[config.mk]
export PLATFORM = sky130hd
export DESIGN_NAME = spiFlashCmd
export DESIGN_NICKNAME = d
export VERILOG_FILES = /design/src/rtl/spiCmdPkg.sv /design/src/rtl/spiCmdCtrl.sv /design/src/rtl/spiCmdData.sv /design/src/rtl/spiFlashCmd.sv
export SDC_FILE = /design/constraint.sdc
export NUM_CORES = 1
export LEC_CHECK = 0
export BUFFER_PORTS_ARGS = -buffer_cell sky130_fd_sc_hd__buf_2
export CAP_MARGIN = 0
export CORE_AREA = 2 2 119 121
export CTS_CLUSTER_SIZE = 24
export DETAILED_ROUTE_END_ITERATION = 10
export DIE_AREA = 0 0 121 123
export PLACE_DENSITY_LB_ADDON = 0.3
export SETUP_SLACK_MARGIN = 0.05
export SLEW_MARGIN = 25
export SYNTH_ARGS = -nofsm -noshare
export SYNTH_HDL_FRONTEND = slang
export SYNTH_SLANG_ARGS = --single-unit
[constraint.sdc]
create_clock -name clk -period 3.85 [get_ports clk]
set_clock_uncertainty 0.2 [all_clocks]
set_input_delay 0.5775 -clock clk [delete_from_list [all_inputs] [get_ports clk]]
set_output_delay 0.5775 -clock clk [all_outputs]
set_load 0.02 [all_outputs]
[src/rtl/spiCmdPkg.sv]
package spiCmdPkg;
  localparam int FIFO_DEPTH = 8;
  localparam int PTR_W      = $clog2(FIFO_DEPTH);
  localparam int CNT_W      = 4;
  localparam int ADDR_W     = 4;
  // highest byte index: opcode + clamped tx + max rx
  localparam int BYTE_W     = $clog2(1 + FIFO_DEPTH + (1 << CNT_W));

  localparam logic [ADDR_W-1:0] A_OPCODE = 4'h0;
  localparam logic [ADDR_W-1:0] A_COUNT  = 4'h1;
  localparam logic [ADDR_W-1:0] A_CTRL   = 4'h2;
  localparam logic [ADDR_W-1:0] A_STAT   = 4'h3;
  localparam logic [ADDR_W-1:0] A_DATA   = 4'hC;
  localparam logic [ADDR_W-1:0] A_PTR    = 4'hD;

  typedef struct packed {
    logic             loadOp;
    logic             loadFifo;
    logic             loadZero;
    logic             shiftOut;
    logic             sampleIn;
    logic             storeRx;
    logic [PTR_W-1:0] txIdx;
    logic [PTR_W-1:0] rxIdx;
  } engStb_t;
endpackage

[src/rtl/spiCmdCtrl.sv]
module spiCmdCtrl
  import spiCmdPkg::*;
#(
  parameter int HALF_DIV = 2
) (
  input  logic             clk,
  input  logic             rstN,
  input  logic             startReq,
  input  logic [CNT_W-1:0] txCnt,
  input  logic [CNT_W-1:0] rxCnt,
  output engStb_t          stb,
  output logic             spiSck,
  output logic             spiCsN,
  output logic             busy
);
  localparam int DIV_W = (HALF_DIV > 1) ? $clog2(HALF_DIV) : 1;

  typedef enum logic [1:0] {S_IDLE, S_SETUP, S_XFER, S_HOLD} state_t;

  state_t            state;
  logic [DIV_W-1:0]  divCnt;
  logic [2:0]        bitCnt;
  logic [BYTE_W-1:0] byteIdx;
  logic [BYTE_W-1:0] nextIdx;
  logic [BYTE_W-1:0] lastIdx;
  logic [BYTE_W-1:0] txEffW;
  logic [CNT_W-1:0]  txEff;
  logic              halfSel;
  logic              tick;
  logic              byteEnd;

  assign busy    = (state != S_IDLE);
  assign tick    = (divCnt == DIV_W'(HALF_DIV - 1));
  assign txEff   = (txCnt > CNT_W'(FIFO_DEPTH)) ? CNT_W'(FIFO_DEPTH) : txCnt;
  assign txEffW  = BYTE_W'(txEff);
  assign lastIdx = txEffW + BYTE_W'(rxCnt);
  assign byteEnd = (state == S_XFER) && tick && spiSck && (bitCnt == 3'd7);
  assign nextIdx = byteIdx + BYTE_W'(1);

  always_comb begin
    stb          = '0;
    stb.loadOp   = (state == S_IDLE) && startReq;
    stb.sampleIn = (state == S_XFER) && tick && !spiSck;
    stb.shiftOut = (state == S_XFER) && tick && spiSck && (bitCnt != 3'd7);
    stb.txIdx    = byteIdx[PTR_W-1:0];
    if (byteEnd && (byteIdx != lastIdx)) begin
      if (nextIdx <= txEffW) stb.loadFifo = 1'b1;
      else                   stb.loadZero = 1'b1;
    end
    stb.storeRx = byteEnd && (byteIdx > txEffW) &&
                  ((txEff != '0) || (byteIdx >= BYTE_W'(2)));
    stb.rxIdx   = (txEff != '0) ? PTR_W'(byteIdx - BYTE_W'(1))
                                : PTR_W'(byteIdx - BYTE_W'(2));
  end

  always_ff @(posedge clk or negedge rstN) begin
    if (!rstN) begin
      state   <= S_IDLE;
      divCnt  <= '0;
      bitCnt  <= '0;
      byteIdx <= '0;
      halfSel <= 1'b0;
      spiSck  <= 1'b0;
      spiCsN  <= 1'b1;
    end else begin
      if (state != S_IDLE) divCnt <= tick ? '0 : divCnt + DIV_W'(1);
      case (state)
        S_IDLE: if (startReq) begin
          state   <= S_SETUP;
          spiCsN  <= 1'b0;
          divCnt  <= '0;
          bitCnt  <= '0;
          byteIdx <= '0;
          halfSel <= 1'b0;
        end
        S_SETUP: if (tick) state <= S_XFER;
        S_XFER: if (tick) begin
          if (!spiSck) spiSck <= 1'b1;
          else begin
            spiSck <= 1'b0;
            bitCnt <= bitCnt + 3'd1;
            if (bitCnt == 3'd7) begin
              if (byteIdx == lastIdx) begin
                state   <= S_HOLD;
                halfSel <= 1'b0;
              end else begin
                byteIdx <= nextIdx;
              end
            end
          end
        end
        S_HOLD: if (tick) begin
          halfSel <= ~halfSel;
          if (halfSel) begin
            spiCsN <= 1'b1;
            state  <= S_IDLE;
          end
        end
        default: state <= S_IDLE;
      endcase
    end
  end

  // clock is parked low whenever the device is deselected
  p_sck_parked_r5: assert property (@(posedge clk) disable iff (!rstN)
    spiCsN |-> !spiSck);
  // a rising SCK edge only follows a cycle with chip select already low
  p_rise_selected_r5: assert property (@(posedge clk) disable iff (!rstN)
    $rose(spiSck) |-> !$past(spiCsN));
  // idle engine keeps the device deselected
  p_idle_deselect_r3: assert property (@(posedge clk) disable iff (!rstN)
    !busy |-> spiCsN);
  // an accepted start selects the device on the next cycle
  p_start_selects_r3: assert property (@(posedge clk) disable iff (!rstN)
    (startReq && !busy) |=> (busy && !spiCsN));
endmodule

[src/rtl/spiCmdData.sv]
module spiCmdData
  import spiCmdPkg::*;
(
  input  logic              clk,
  input  logic              rstN,
  input  logic [ADDR_W-1:0] regAddr,
  input  logic              regWrEn,
  input  logic [7:0]        regWrData,
  input  logic              regRdEn,
  output logic [7:0]        regRdData,
  input  logic              busy,
  input  engStb_t           stb,
  input  logic              spiMiso,
  output logic              spiMosi,
  output logic              startReq,
  output logic [CNT_W-1:0]  txCnt,
  output logic [CNT_W-1:0]  rxCnt
);
  logic [7:0]       opcodeReg;
  logic [7:0]       countReg;
  logic [7:0]       fifoMem [FIFO_DEPTH];
  logic [PTR_W-1:0] ptr;
  logic [7:0]       txShift;
  logic [7:0]       rxShift;
  logic             wrOk;
  logic             ptrClr;
  logic             portAcc;

  assign wrOk     = regWrEn && !busy;
  assign ptrClr   = wrOk && (regAddr == A_CTRL) && regWrData[4];
  assign startReq = wrOk && (regAddr == A_CTRL) && regWrData[0];
  assign portAcc  = (regAddr == A_DATA) && !busy && (regWrEn || regRdEn);
  assign txCnt    = countReg[CNT_W-1:0];
  assign rxCnt    = countReg[7:CNT_W];
  assign spiMosi  = busy && txShift[7];

  always_ff @(posedge clk or negedge rstN) begin
    if (!rstN) begin
      opcodeReg <= '0;
      countReg  <= '0;
      ptr       <= '0;
    end else begin
      if (wrOk && regAddr == A_OPCODE) opcodeReg <= regWrData;
      if (wrOk && regAddr == A_COUNT)  countReg  <= regWrData;
      if (ptrClr)       ptr <= '0;
      else if (portAcc) ptr <= ptr + PTR_W'(1);
    end
  end

  for (genvar i = 0; i < FIFO_DEPTH; i++) begin : g_entry
    always_ff @(posedge clk or negedge rstN) begin
      if (!rstN)
        fifoMem[i] <= '0;
      else if (wrOk && regAddr == A_DATA && ptr == PTR_W'(i))
        fifoMem[i] <= regWrData;
      else if (stb.storeRx && stb.rxIdx == PTR_W'(i))
        fifoMem[i] <= rxShift;
    end
  end

  always_ff @(posedge clk or negedge rstN) begin
    if (!rstN) begin
      txShift <= '0;
      rxShift <= '0;
    end else begin
      if (stb.loadOp)        txShift <= opcodeReg;
      else if (stb.loadFifo) txShift <= fifoMem[stb.txIdx];
      else if (stb.loadZero) txShift <= '0;
      else if (stb.shiftOut) txShift <= {txShift[6:0], 1'b0};
      if (stb.sampleIn)      rxShift <= {rxShift[6:0], spiMiso};
    end
  end

  always_comb begin
    case (regAddr)
      A_OPCODE: regRdData = opcodeReg;
      A_COUNT:  regRdData = countReg;
      A_CTRL:   regRdData = {7'd0, busy};
      A_STAT:   regRdData = {busy, 7'd0};
      A_DATA:   regRdData = fifoMem[ptr];
      A_PTR:    regRdData = 8'(ptr);
      default:  regRdData = '0;
    endcase
  end

  // every accepted port access steps the pointer by one
  p_ptr_step_r6: assert property (@(posedge clk) disable iff (!rstN)
    portAcc |=> (ptr == $past(ptr) + PTR_W'(1)));
  // a pointer clear lands at zero
  p_ptr_clear_r7: assert property (@(posedge clk) disable iff (!rstN)
    ptrClr |=> (ptr == '0));
  // registers and pointer are frozen while a command runs
  p_busy_freeze_r11: assert property (@(posedge clk) disable iff (!rstN)
    busy |=> ($stable(opcodeReg) && $stable(countReg) && $stable(ptr)));
endmodule

[src/rtl/spiFlashCmd.sv]
module spiFlashCmd
  import spiCmdPkg::*;
#(
  parameter int HALF_DIV = 2
) (
  input  logic       clk,
  input  logic       rstN,
  input  logic [3:0] regAddr,
  input  logic       regWrEn,
  input  logic [7:0] regWrData,
  input  logic       regRdEn,
  output logic [7:0] regRdData,
  output logic       spiSck,
  output logic       spiCsN,
  output logic       spiMosi,
  input  logic       spiMiso
);
  engStb_t          stb;
  logic             busy;
  logic             startReq;
  logic [CNT_W-1:0] txCnt;
  logic [CNT_W-1:0] rxCnt;

  spiCmdCtrl #(.HALF_DIV(HALF_DIV)) u_ctrl (
    .clk(clk), .rstN(rstN), .startReq(startReq), .txCnt(txCnt), .rxCnt(rxCnt),
    .stb(stb), .spiSck(spiSck), .spiCsN(spiCsN), .busy(busy)
  );

  spiCmdData u_data (
    .clk(clk), .rstN(rstN), .regAddr(regAddr), .regWrEn(regWrEn),
    .regWrData(regWrData), .regRdEn(regRdEn), .regRdData(regRdData),
    .busy(busy), .stb(stb), .spiMiso(spiMiso), .spiMosi(spiMosi),
    .startReq(startReq), .txCnt(txCnt), .rxCnt(rxCnt)
  );
endmodule

==> flow_metrics.py, run 1 <==
metrics = {
    "power": {
        "p_total_mw": 6.211,
        "leakage_nw": 3.786,
        "powerDensity_nw_per_um2": 741.4,
        "max-vdd-ir-drop_v": 0.0003984,
    },
    "synthesis": {
        "synth_mux_area_share_pct": 32.31,
        "synth_fa_ha_area_share_pct": 5.258,
        "synth_area_sq_um": 7520,
        "yosysSeqAreaShare_pct": 37.62,
        "yosysMostFrequentCell": "mux2_2",
        "synth_compound_area_share_pct": 11.78,
        "synth_top_family_by_area": "multiplexers",
        "postSynthCellCount": 655,
        "synthesis.nets": 703,
        "synth_top_cell_area_share_pct": 37.27,
        "ys_warn_count": 0,
        "synth_commonest_cells": "119 x mux2_2, 112 x dfrtp_1, 46 x nand2_1, 44 x a21oi_1, 32 x mux4_2",
        "synth_edf_count": 0,
        "synthArstFlopShare_pct": 100.0,
        "synth_seq_cells": 113,
        "ys.flop_type": "dfrtp_1",
        "synth_area_leader_cell": "dfrtp_1",
        "yosys-top-cells-area": "dfrtp_1 37%, mux2_2 18%, mux4_2 9.6%, ha_1 5.0%, mux2i_1 4.1%",
        "syn_area_per_cell_sq_um": 11.48,
        "synthXorXnorAreaFrac_pct": 1.231,
        "synth_cell_type_count": 64,
        "synth_simple_gate_area_share_pct": 8.353,
    },
    "timing": {
        "setup_slack_ns": 0.4185,
        "maxSlewHeadroom_pct": 35.64,
        "setup-tns-final_ns": 0,
        "hold_violations": 0,
        "finalCriticalPeriod_ns": 3.431,
        "worst_pin_slew_ns": 0.9653,
        "rsz0062_at_grt": "false",
        "finalCritPeriodShare_pct": 89.13,
        "final-setup-viol-count": 0,
        "fmax_ghz": 0.2914,
        "final-max-slew-violation-count": 0,
    },
    "grt": {
        "grtUsageTotal_pct": 29.76,
        "antenna_found_initial": 0,
        "grt_pass1_vias": 5853,
        "grt_overflow": 0,
        "grt_pass1_wl_um": 32660,
        "grt_max_degree": 69,
    },
    "clock_tree": {
        "clockRootBuffer": "clkbuf_16",
        "clk_pin_slew_ns": 0.06,
        "hold_buffers": 0,
        "cts_setup_buffers": 0,
        "clock-sinks": 113,
        "cts_made_buffers": 17,
        "tritoncts": "yes",
        "clock_latency_ns": 0.44,
        "cts_repair_resize_count": 0,
        "cts.path.max_buffers": 2,
        "htreeDepth": 4,
    },
    "die": {
        "die_h_um": 123,
        "pin_count": 28,
        "die_w_um": 121,
        "initial_utilization_pct": 55.24,
        "rows": 43,
        "core_area_sq_um": 13610,
        "die_area_sq_um": 14880,
    },
    "final_layout": {
        "finalInstanceArea_sq_um": 8377,
        "drive_above_1_share_pct": 35.88,
        "final_core_util_pct": 61.54,
        "area_delta_synth_final_pct": 11.40,
        "nNetsFinal": 715,
        "antennaDiodeCount": 0,
    },
    "routing": {
        "vias_per_cell": 6.620,
        "initialDrtViolationCount": 470,
        "drt_first_pass_iters": 6,
        "vias": 5693,
        "wl_um": 20570,
        "antenna_left": 0,
        "wl_per_cell_um": 23.92,
        "remaining_drc_errors": 0,
    },
    "worst_setup_path": {
        "r2r-end": "u_data.txShift[3]",
        "rrSetupSlack_ns": 0.42,
        "crit_path_end_kind": "flip-flop",
        "cp.arrival_ns": 3.59,
        "crit_buf_inv": 1,
        "crit_path_end": "u_data.txShift[3]",
        "cp_cell_sequence": "nor2b_1 -> ha_1 -> inv_1 -> fa_1 -> xnor3_1 -> nor3_1 -> and3_1 -> a41oi_2 -> and2_0 -> a21oi_1",
        "r2r_start": "u_data.countReg[3]",
        "cp_data_required_time_ns": 4.01,
        "path_class": "reg -> reg",
        "critical_path.top_delay_family": "simple AND/OR/NAND/NOR gates",
        "worst-path-stages": 10,
        "setup.worst_path.start_class": "flip-flop",
        "worstRegToRegCells": 10,
        "cpPeakStageDelay_ns": 0.45,
        "crit_fanout": 9,
        "crit_start": "u_data.countReg[3]",
        "slowest_stage": "dfrtp_1",
    },
    "status": {
        "status": "finished, final reports clean",
    },
    "worst_hold_path": {
        "hold_class": "in -> async",
    },
    "placed_design": {
        "gp_congestion": 0.9006,
        "placed_area_sq_um": 7812,
        "dp_hpwl_um": 13960,
        "port_buffers": 27,
        "dp_slack_ns": 0.5088,
    },
    "job": {
        "cap_viol_max_count": 0,
    },
}
-- logic make-up (layout without fill, tap and decap cells) --
kind of cell               count (synthesis)  after routing
DFF                                      113            113
AOI/OAI and AO/OA                        120            120
and+or+nand+nor                          128            128
xor gates and xnor gates                   9              9
muxes                                    187            187
buffers and inverters                     67             92
adders and majority gates                 31             31
-- layout by cell type (no fill, tap or decap), types with 18 or more instances in the layout --
cell type  instances
mux2i_1           31
buf_2             26
nand2_1           46
ha_1              30
inv_1             18
mux2_2           119
nor2_1            31
a21oi_1           44
dfrtp_1          112
mux4_2            32
-- worst reg2reg max path, delay by kind of cell (launching register included) --
kind | cells | cell delay (ns)
AND/OR/NAND/NOR | 4 | 1.16
buffers and inverters | 1 | 0.06
adder cells (fa/ha/maj) | 2 | 0.61
XOR/XNOR | 1 | 0.38
AO/OA/AOI/OAI | 2 | 0.50
flip-flops | 1 | 0.45
-- sequential cells by signal, indices dropped and copies added, names as in the netlist --
name / flops
u_data.rxShift: 8
u_ctrl.halfSel: 1
u_ctrl.byteIdx: 5
u_data.opcodeReg: 8
u_data.fifoMem: 64
u_ctrl.state: 2
u_ctrl.spiSck: 1
u_ctrl.bitCnt: 3
u_data.countReg: 8
u_data.txShift: 8
u_ctrl.divCnt: 1
u_data.ptr: 3
u_ctrl.spiCsN: 1
-- per-layer routing --
| metal | track usage (%) | up-vias | share of wire [%] |
|---|---|---|---|
| met2 | 47.72 | 257 | 49 |
| met4 | 15.99 | 0 | 4.6 |
| met3 | 8.072 | 81 | 6.6 |
| met5 | 0 | - | 0 |
| met1 | 36.85 | 2876 | 40 |
| li1 | - | 2479 | - |
-- cell type report --
class	count	area, sq um
clock inverters	12	107.6
multi-input cells	475	4432
clock buffers	20	456.7
flip-flops and latches	113	2829
inverters	19	71.32
fillers	1066	5235
repair buffers	41	255.2
well taps	180	225.2
-- where the power goes --
| group | internal (mW) | switching, mW | total [mW] |
|---|---|---|---|
| logic | 1.26 | 1.51 | 2.77 |
| registers | 1.50 | 0.418 | 1.91 |
| clock network | 0.921 | 0.603 | 1.52 |
-- through the flow --
stage,hold slack (ns),instances
final,0.07113,860
after global routing,0.1563,860
after CTS,0.1285,860
after detailed placement,0.3056,828
after global placement,0.2858,828
after floorplan,0.08191,655
-- worst min path at each step --
stage | start | end | slack [ns]
after floorplan | rstN | u_ctrl.bitCnt[0] | 0.08
after global placement | u_ctrl.spiCsN | u_ctrl.spiCsN | 0.29
after detailed placement | u_data.fifoMem[22] | u_data.fifoMem[22] | 0.31
after CTS | rstN | u_data.fifoMem[62] | 0.13
after global routing | rstN | u_data.fifoMem[62] | 0.16
final | rstN | u_ctrl.byteIdx[0] | 0.07
Power figures use the tool's default switching activity.
==> run 2, diff against run 1 <==
- CORE_AREA: 2 2 119 121 -> 2 2 118 120
- DIE_AREA: 0 0 121 123 -> 0 0 120 122
- SYNTH_HIERARCHICAL: unset -> 1
==> flow_metrics.py, run 2 <==
metrics = {
    "synthesis": {
        "synth_edf_count": 0,
        "ys_warn_count": 6,
        "yosysMostFrequentCell": "dfrtp_1",
        "synth_area_sq_um": 7338,
        "synthesis.nets": 759,
        "synth_area_leader_cell": "dfrtp_1",
        "synth_cell_type_count": 58,
        "syn_area_per_cell_sq_um": 10.32,
        "postSynthCellCount": 711,
        "synth_top_cell_area_share_pct": 38.19,
        "synth_commonest_cells": "112 x dfrtp_1, 92 x mux2i_1, 85 x nor2_1, 74 x a21oi_1, 38 x nand2_1",
        "yosysSeqAreaShare_pct": 38.55,
        "synthArstFlopShare_pct": 100.0,
        "ys.flop_type": "dfrtp_1",
        "synth_seq_cells": 113,
        "yosys-top-cells-area": "dfrtp_1 38%, mux2i_1 13%, mux4_2 7.4%, ha_1 5.1%, a21oi_1 5.0%",
    },
    "final_layout": {
        "largest_reg_flops": 64,
        "antennaDiodeCount": 0,
        "area_delta_synth_final_pct": 11.20,
        "regMostFlops": "u_data/fifoMem",
        "layout_common_cells": "112 x dfrtp_1, 92 x mux2i_1, 85 x nor2_1",
        "fill_cells": 1101,
        "nNetsFinal": 762,
        "ff_latch_area_sq_um": 2829,
        "multi_input_area_sq_um": 4179,
        "layout_commonest_cell": "dfrtp_1",
        "drive_above_1_share_pct": 20.77,
    },
    "worst_setup_path": {
        "cp_data_required_time_ns": 3.93,
        "path_class": "reg -> reg",
        "crit_path_end_kind": "flip-flop",
        "crit_fanout": 8,
        "cp.arrival_ns": 3.61,
        "r2r_start": "u_data/countReg[3]",
        "setup.worst_path.start_class": "flip-flop",
        "crit_start": "u_data/countReg[3]",
    },
    "worst_hold_path": {
        "hold_class": "in -> async",
    },
    "timing": {
        "rsz0062_at_grt": "true",
        "hold_violations": 0,
        "maxSlewHeadroom_pct": 35.06,
        "finalCritPeriodShare_pct": 91.62,
        "fmax_ghz": 0.2835,
        "final-setup-viol-count": 0,
        "worst_pin_slew_ns": 0.9741,
        "setup-tns-final_ns": 0,
        "finalCriticalPeriod_ns": 3.528,
        "final-max-slew-violation-count": 0,
        "whs_ns": 0.09121,
    },
    "grt": {
        "grt_max_degree": 68,
        "grt_pass1_vias": 5624,
        "antenna_found_initial": 0,
        "grt_pass1_wl_um": 30950,
        "grt_overflow": 0,
        "grtUsageTotal_pct": 28.22,
    },
    "power": {
        "switchingPower_mw": 1.508,
        "p_comb_share_pct": 26.7,
        "max-vdd-ir-drop_v": 0.0003382,
        "pwr-share-seq_pct": 37.2,
        "leakage_nw": 3.485,
        "power.share.clock_pct": 36.1,
        "powerDensity_nw_per_um2": 533.4,
        "p_sw_share_pct": 34.65,
        "p_int_mw": 2.844,
    },
    "routing": {
        "wl_per_cell_um": 21.83,
        "remaining_drc_errors": 0,
        "initialDrtViolationCount": 468,
        "vias": 5706,
        "vias_per_cell": 6.291,
        "wl_um": 19800,
        "antenna_left": 0,
        "drt_first_pass_iters": 6,
    },
    "clock_tree": {
        "tritoncts": "yes",
        "clk_pin_slew_ns": 0.06,
        "hold_buffers": 0,
        "cts_made_buffers": 17,
        "cts.path.max_buffers": 2,
        "clockRootBuffer": "clkbuf_16",
        "clock_latency_ns": 0.42,
        "htreeDepth": 4,
        "clock-sinks": 113,
    },
    "die": {
        "core_area_sq_um": 13500,
        "pin_count": 28,
        "initial_utilization_pct": 54.34,
        "die_h_um": 122,
        "die_w_um": 120,
        "rows": 43,
        "die_area_sq_um": 14640,
    },
    "status": {
        "status": "finished, final reports clean",
    },
    "placed_design": {
        "dp_hpwl_um": 13690,
        "port_buffers": 27,
        "gp_congestion": 0.9069,
    },
    "job": {
        "cap_viol_max_count": 0,
    },
}
[run 2: changes by cell type after synthesis, moves of 12 or more]
cell / delta
mux2_2: -90
mux2i_1: +61
nor2_1: +54
a21oi_1: +30
o22ai_1: -14
buf_2: +12
[run 2: path summary, 6_finish.rpt]
check / to / slack (ns) / cells after the start
max in group asynchronous: u_data/fifoMem[55] / 2.58 / 2
hold / removal: u_ctrl/state[1] / 0.09 / 1
setup reg to reg: u_data/fifoMem[9] / 0.32 / 12
setup / recovery: u_data/fifoMem[9] / 0.32 / 12
hold reg to reg: u_ctrl/bitCnt[0] / 0.30 / 1
min in group clk: u_data/rxShift[0] / 0.19 / 2
[run 2: logic make-up after synthesis]
group	count (synthesis)	share of synthesized area, %
multiplexers	146	24.57
AO/OA/AOI/OAI	131	10.50
adder cells (fa/ha/maj)	31	5.388
flip-flops	113	38.55
AND/OR/NAND/NOR	200	14.37
XOR/XNOR	14	1.978
buffers and inverters	76	4.638
[run 2: timing repair]
item | 4_1_cts | 5_1_grt
setup endpoints to repair | 1 | 1
buffers inserted | 0 | 1
pin swaps | 0 | 1
gates resized for setup | 1 | 1
[run 2: worst max-delay path, stage by stage, from the launching register on]
cell,delay [ns]
dfrtp_1,0.45
inv_1,0.13
nand2_1,0.14
ha_1,0.33
nor2b_1,0.14
o21a_1,0.11
o21ai_0,0.07
nand2b_1,0.08
a31oi_1,0.08
nor3b_1,0.51
nand4b_1,0.68
mux2i_1,0.36
a21oi_1,0.10
[run 2: layout make-up]
cell class	instances	share of cell area [%]
clock buffer	20	5.596
clock inverter	12	1.625
inverter	16	0.7360
multi-input combinational	522	51.21
sequential	113	34.67
tap	180	2.760
timing repair buffer	44	3.404
[run 2: power groups by stage]
stage | Sequential, mW | Clock [mW] | Combinational [mW]
floorplan | 1.47 | 0 | 1.00
global placement | 1.61 | 0 | 1.10
detailed placement | 1.63 | 0 | 1.15
CTS | 1.61 | 1.59 | 1.16
global route | 1.65 | 1.64 | 1.27
finish | 1.62 | 1.57 | 1.16
[run 2: metrics by stage]
stage	power, mW	utilization [%]	cells	area [sq um]	setup slack (ns)
after floorplan	2.471	-	711	7338	0.6711
after global placement	2.714	55.97	874	7559	0.1721
after detailed placement	2.779	55.97	874	7559	0.08165
after CTS	4.360	60.35	906	8150	0.1912
after global routing	4.554	60.43	907	8160	0.05124
final	4.352	60.43	907	8160	0.3225
[run 2: routing by layer]
| layer | share of wire [%] | GRT usage [%] |
|---|---|---|
| met3 | 8.7 | 8.755 |
| met1 | 40 | 34.89 |
| met2 | 48 | 46.02 |
| met5 | 0 | 0 |
| met4 | 3.0 | 11.84 |
==> run 3, diff against run 2 <==
- CORE_AREA: 2 2 118 120 -> 2 2 114 116
- CTS_BUF_LIST: unset -> sky130_fd_sc_hd__clkbuf_4 sky130_fd_sc_hd__clkbuf_8 sky130_fd_sc_hd__clkbuf_16
- DIE_AREA: 0 0 120 122 -> 0 0 116 118
==> flow_metrics.py, run 3 (synthesis results as in run 2) <==
metrics = {
    "timing": {
        "worst_pin_slew_ns": 0.9404,
        "finalCritPeriodShare_pct": 92.98,
        "final-setup-viol-count": 0,
        "setup-tns-final_ns": 0,
        "whs_ns": 0.09131,
        "rsz0062_at_grt": "false",
        "finalCriticalPeriod_ns": 3.580,
        "fmax_ghz": 0.2793,
        "setup_slack_ns": 0.2702,
        "maxSlewHeadroom_pct": 37.31,
        "hold_violations": 0,
        "final-max-slew-violation-count": 0,
    },
    "clock_tree": {
        "cts.path.max_buffers": 2,
        "clk_pin_slew_ns": 0.05,
        "tritoncts": "yes",
        "hold_buffers": 0,
        "cts_setup_buffers": 0,
        "clockRootBuffer": "clkbuf_16",
        "clock_latency_ns": 0.42,
        "cts_made_buffers": 17,
        "clock-sinks": 113,
        "htreeDepth": 4,
    },
    "grt": {
        "grt_overflow": 0,
        "antenna_found_initial": 0,
        "grt_pass1_vias": 5858,
        "grt_max_degree": 71,
        "grtUsageTotal_pct": 30.85,
        "grt_pass1_wl_um": 31620,
    },
    "routing": {
        "wl_um": 20090,
        "top_layer": "met4",
        "initialDrtViolationCount": 648,
        "wl_met2_um": 9567,
        "remaining_drc_errors": 0,
        "vias": 5874,
        "antenna_left": 0,
        "drt_first_pass_iters": 5,
        "wl_per_cell_um": 22.32,
        "vias_per_cell": 6.527,
        "dr_wl_met3_um": 1647,
        "drt-met1-wl_um": 7961,
    },
    "worst_setup_path": {
        "cp.arrival_ns": 3.74,
        "rrSetupSlack_ns": 0.27,
        "path_class": "reg -> reg",
        "crit_path_end_kind": "flip-flop",
        "crit_fanout": 8,
        "cp_data_required_time_ns": 4.01,
        "setup.worst_path.start_class": "flip-flop",
    },
    "final_layout": {
        "antennaDiodeCount": 0,
        "layout_common_cells": "112 x dfrtp_1, 92 x mux2i_1, 85 x nor2_1",
        "drive_above_1_share_pct": 21.02,
        "largest_reg_flops": 64,
        "regMostFlops": "u_data/fifoMem",
        "final_core_util_pct": 66.39,
        "nNetsFinal": 763,
        "area_delta_synth_final_pct": 12.31,
        "layout_commonest_cell": "dfrtp_1",
    },
    "die": {
        "die_area_sq_um": 13690,
        "die_w_um": 116,
        "rows": 41,
        "initial_utilization_pct": 59.11,
        "die_h_um": 118,
        "pin_count": 28,
        "core_area_sq_um": 12410,
    },
    "power": {
        "leakage_nw": 3.542,
        "max-vdd-ir-drop_v": 0.0003146,
        "powerDensity_nw_per_um2": 558.8,
    },
    "placed_design": {
        "port_buffers": 27,
        "dp_hpwl_um": 13220,
        "gp_congestion": 0.9828,
        "dp_slack_ns": 0.1244,
    },
    "worst_hold_path": {
        "hold_class": "in -> async",
    },
    "job": {
        "cap_viol_max_count": 0,
    },
    "status": {
        "status": "finished, final reports clean",
    },
}
-- run 3: final cells by class --
class / count / area, sq um
Clock inverter: 10 / 203.9
Clock buffer: 22 / 481.7
Multi-Input combinational cell: 522 / 4179
Sequential cell: 113 / 2829
Tap cell: 172 / 215.2
Timing Repair Buffer: 45 / 272.8
Fill cell: 964 / 4173
Inverter: 16 / 60.06
-- run 3: critical path: stages, from the launching register on --
cell and delay (ns):
dfrtp_1 0.45, nor2b_2 0.21, ha_1 0.20, inv_1 0.06, fa_1 0.44, nand2b_1 0.19, a21oi_2 0.17, xor2_2 0.12
o31ai_4 0.43, nor3_1 0.10, or3_1 0.52, nor3b_1 0.27, a21oi_1 0.08, nand2_1 0.08
-- run 3: layer usage --
layer | vias up | GRT usage (%)
met3 | 82 | 6.643
met5 | - | 0
met1 | 2908 | 40.16
met4 | 0 | 15.77
met2 | 335 | 48.36
li1 | 2549 | -
-- run 3: path summary, 6_finish.rpt --
path,startpoint,to,cells after the start
min in group clk,spiMiso,u_data/rxShift[0],2
worst min-delay path,rstN,u_data/ptr[2],1
worst max-delay path,u_data/countReg[3],u_data/txShift[0],13
worst min register to register,u_ctrl/bitCnt[1],u_ctrl/bitCnt[1],1
worst max register to register,u_data/countReg[3],u_data/txShift[0],13
max in group asynchronous,rstN,u_data/fifoMem[31],2
-- run 3: power breakdown --
group	total, mW	internal [mW]	switching [mW]	leakage [nW]
combinational	1.16	0.512	0.643	1.97
clock	1.83	1.28	0.554	0.341
sequential	1.62	1.35	0.273	1.23
total	4.61	3.13	1.47	3.54
-- run 3: per-stage QoR --
| stage | instances | power [mW] | area [sq um] |
|---|---|---|---|
| after floorplan | 711 | 2.471 | 7338 |
| after global placement | 868 | 2.721 | 7546 |
| after detailed placement | 868 | 2.762 | 7546 |
| after CTS | 900 | 4.601 | 8234 |
| after global routing | 900 | 4.811 | 8242 |
| final | 900 | 4.606 | 8242 |
-- run 3: repair_timing --
| action | 4_1_cts | 5_1_grt |
|---|---|---|
| pin swaps | 0 | 0 |
| endpoints found under the setup margin | 1 | 36 |
| resized for setup | 1 | 2 |
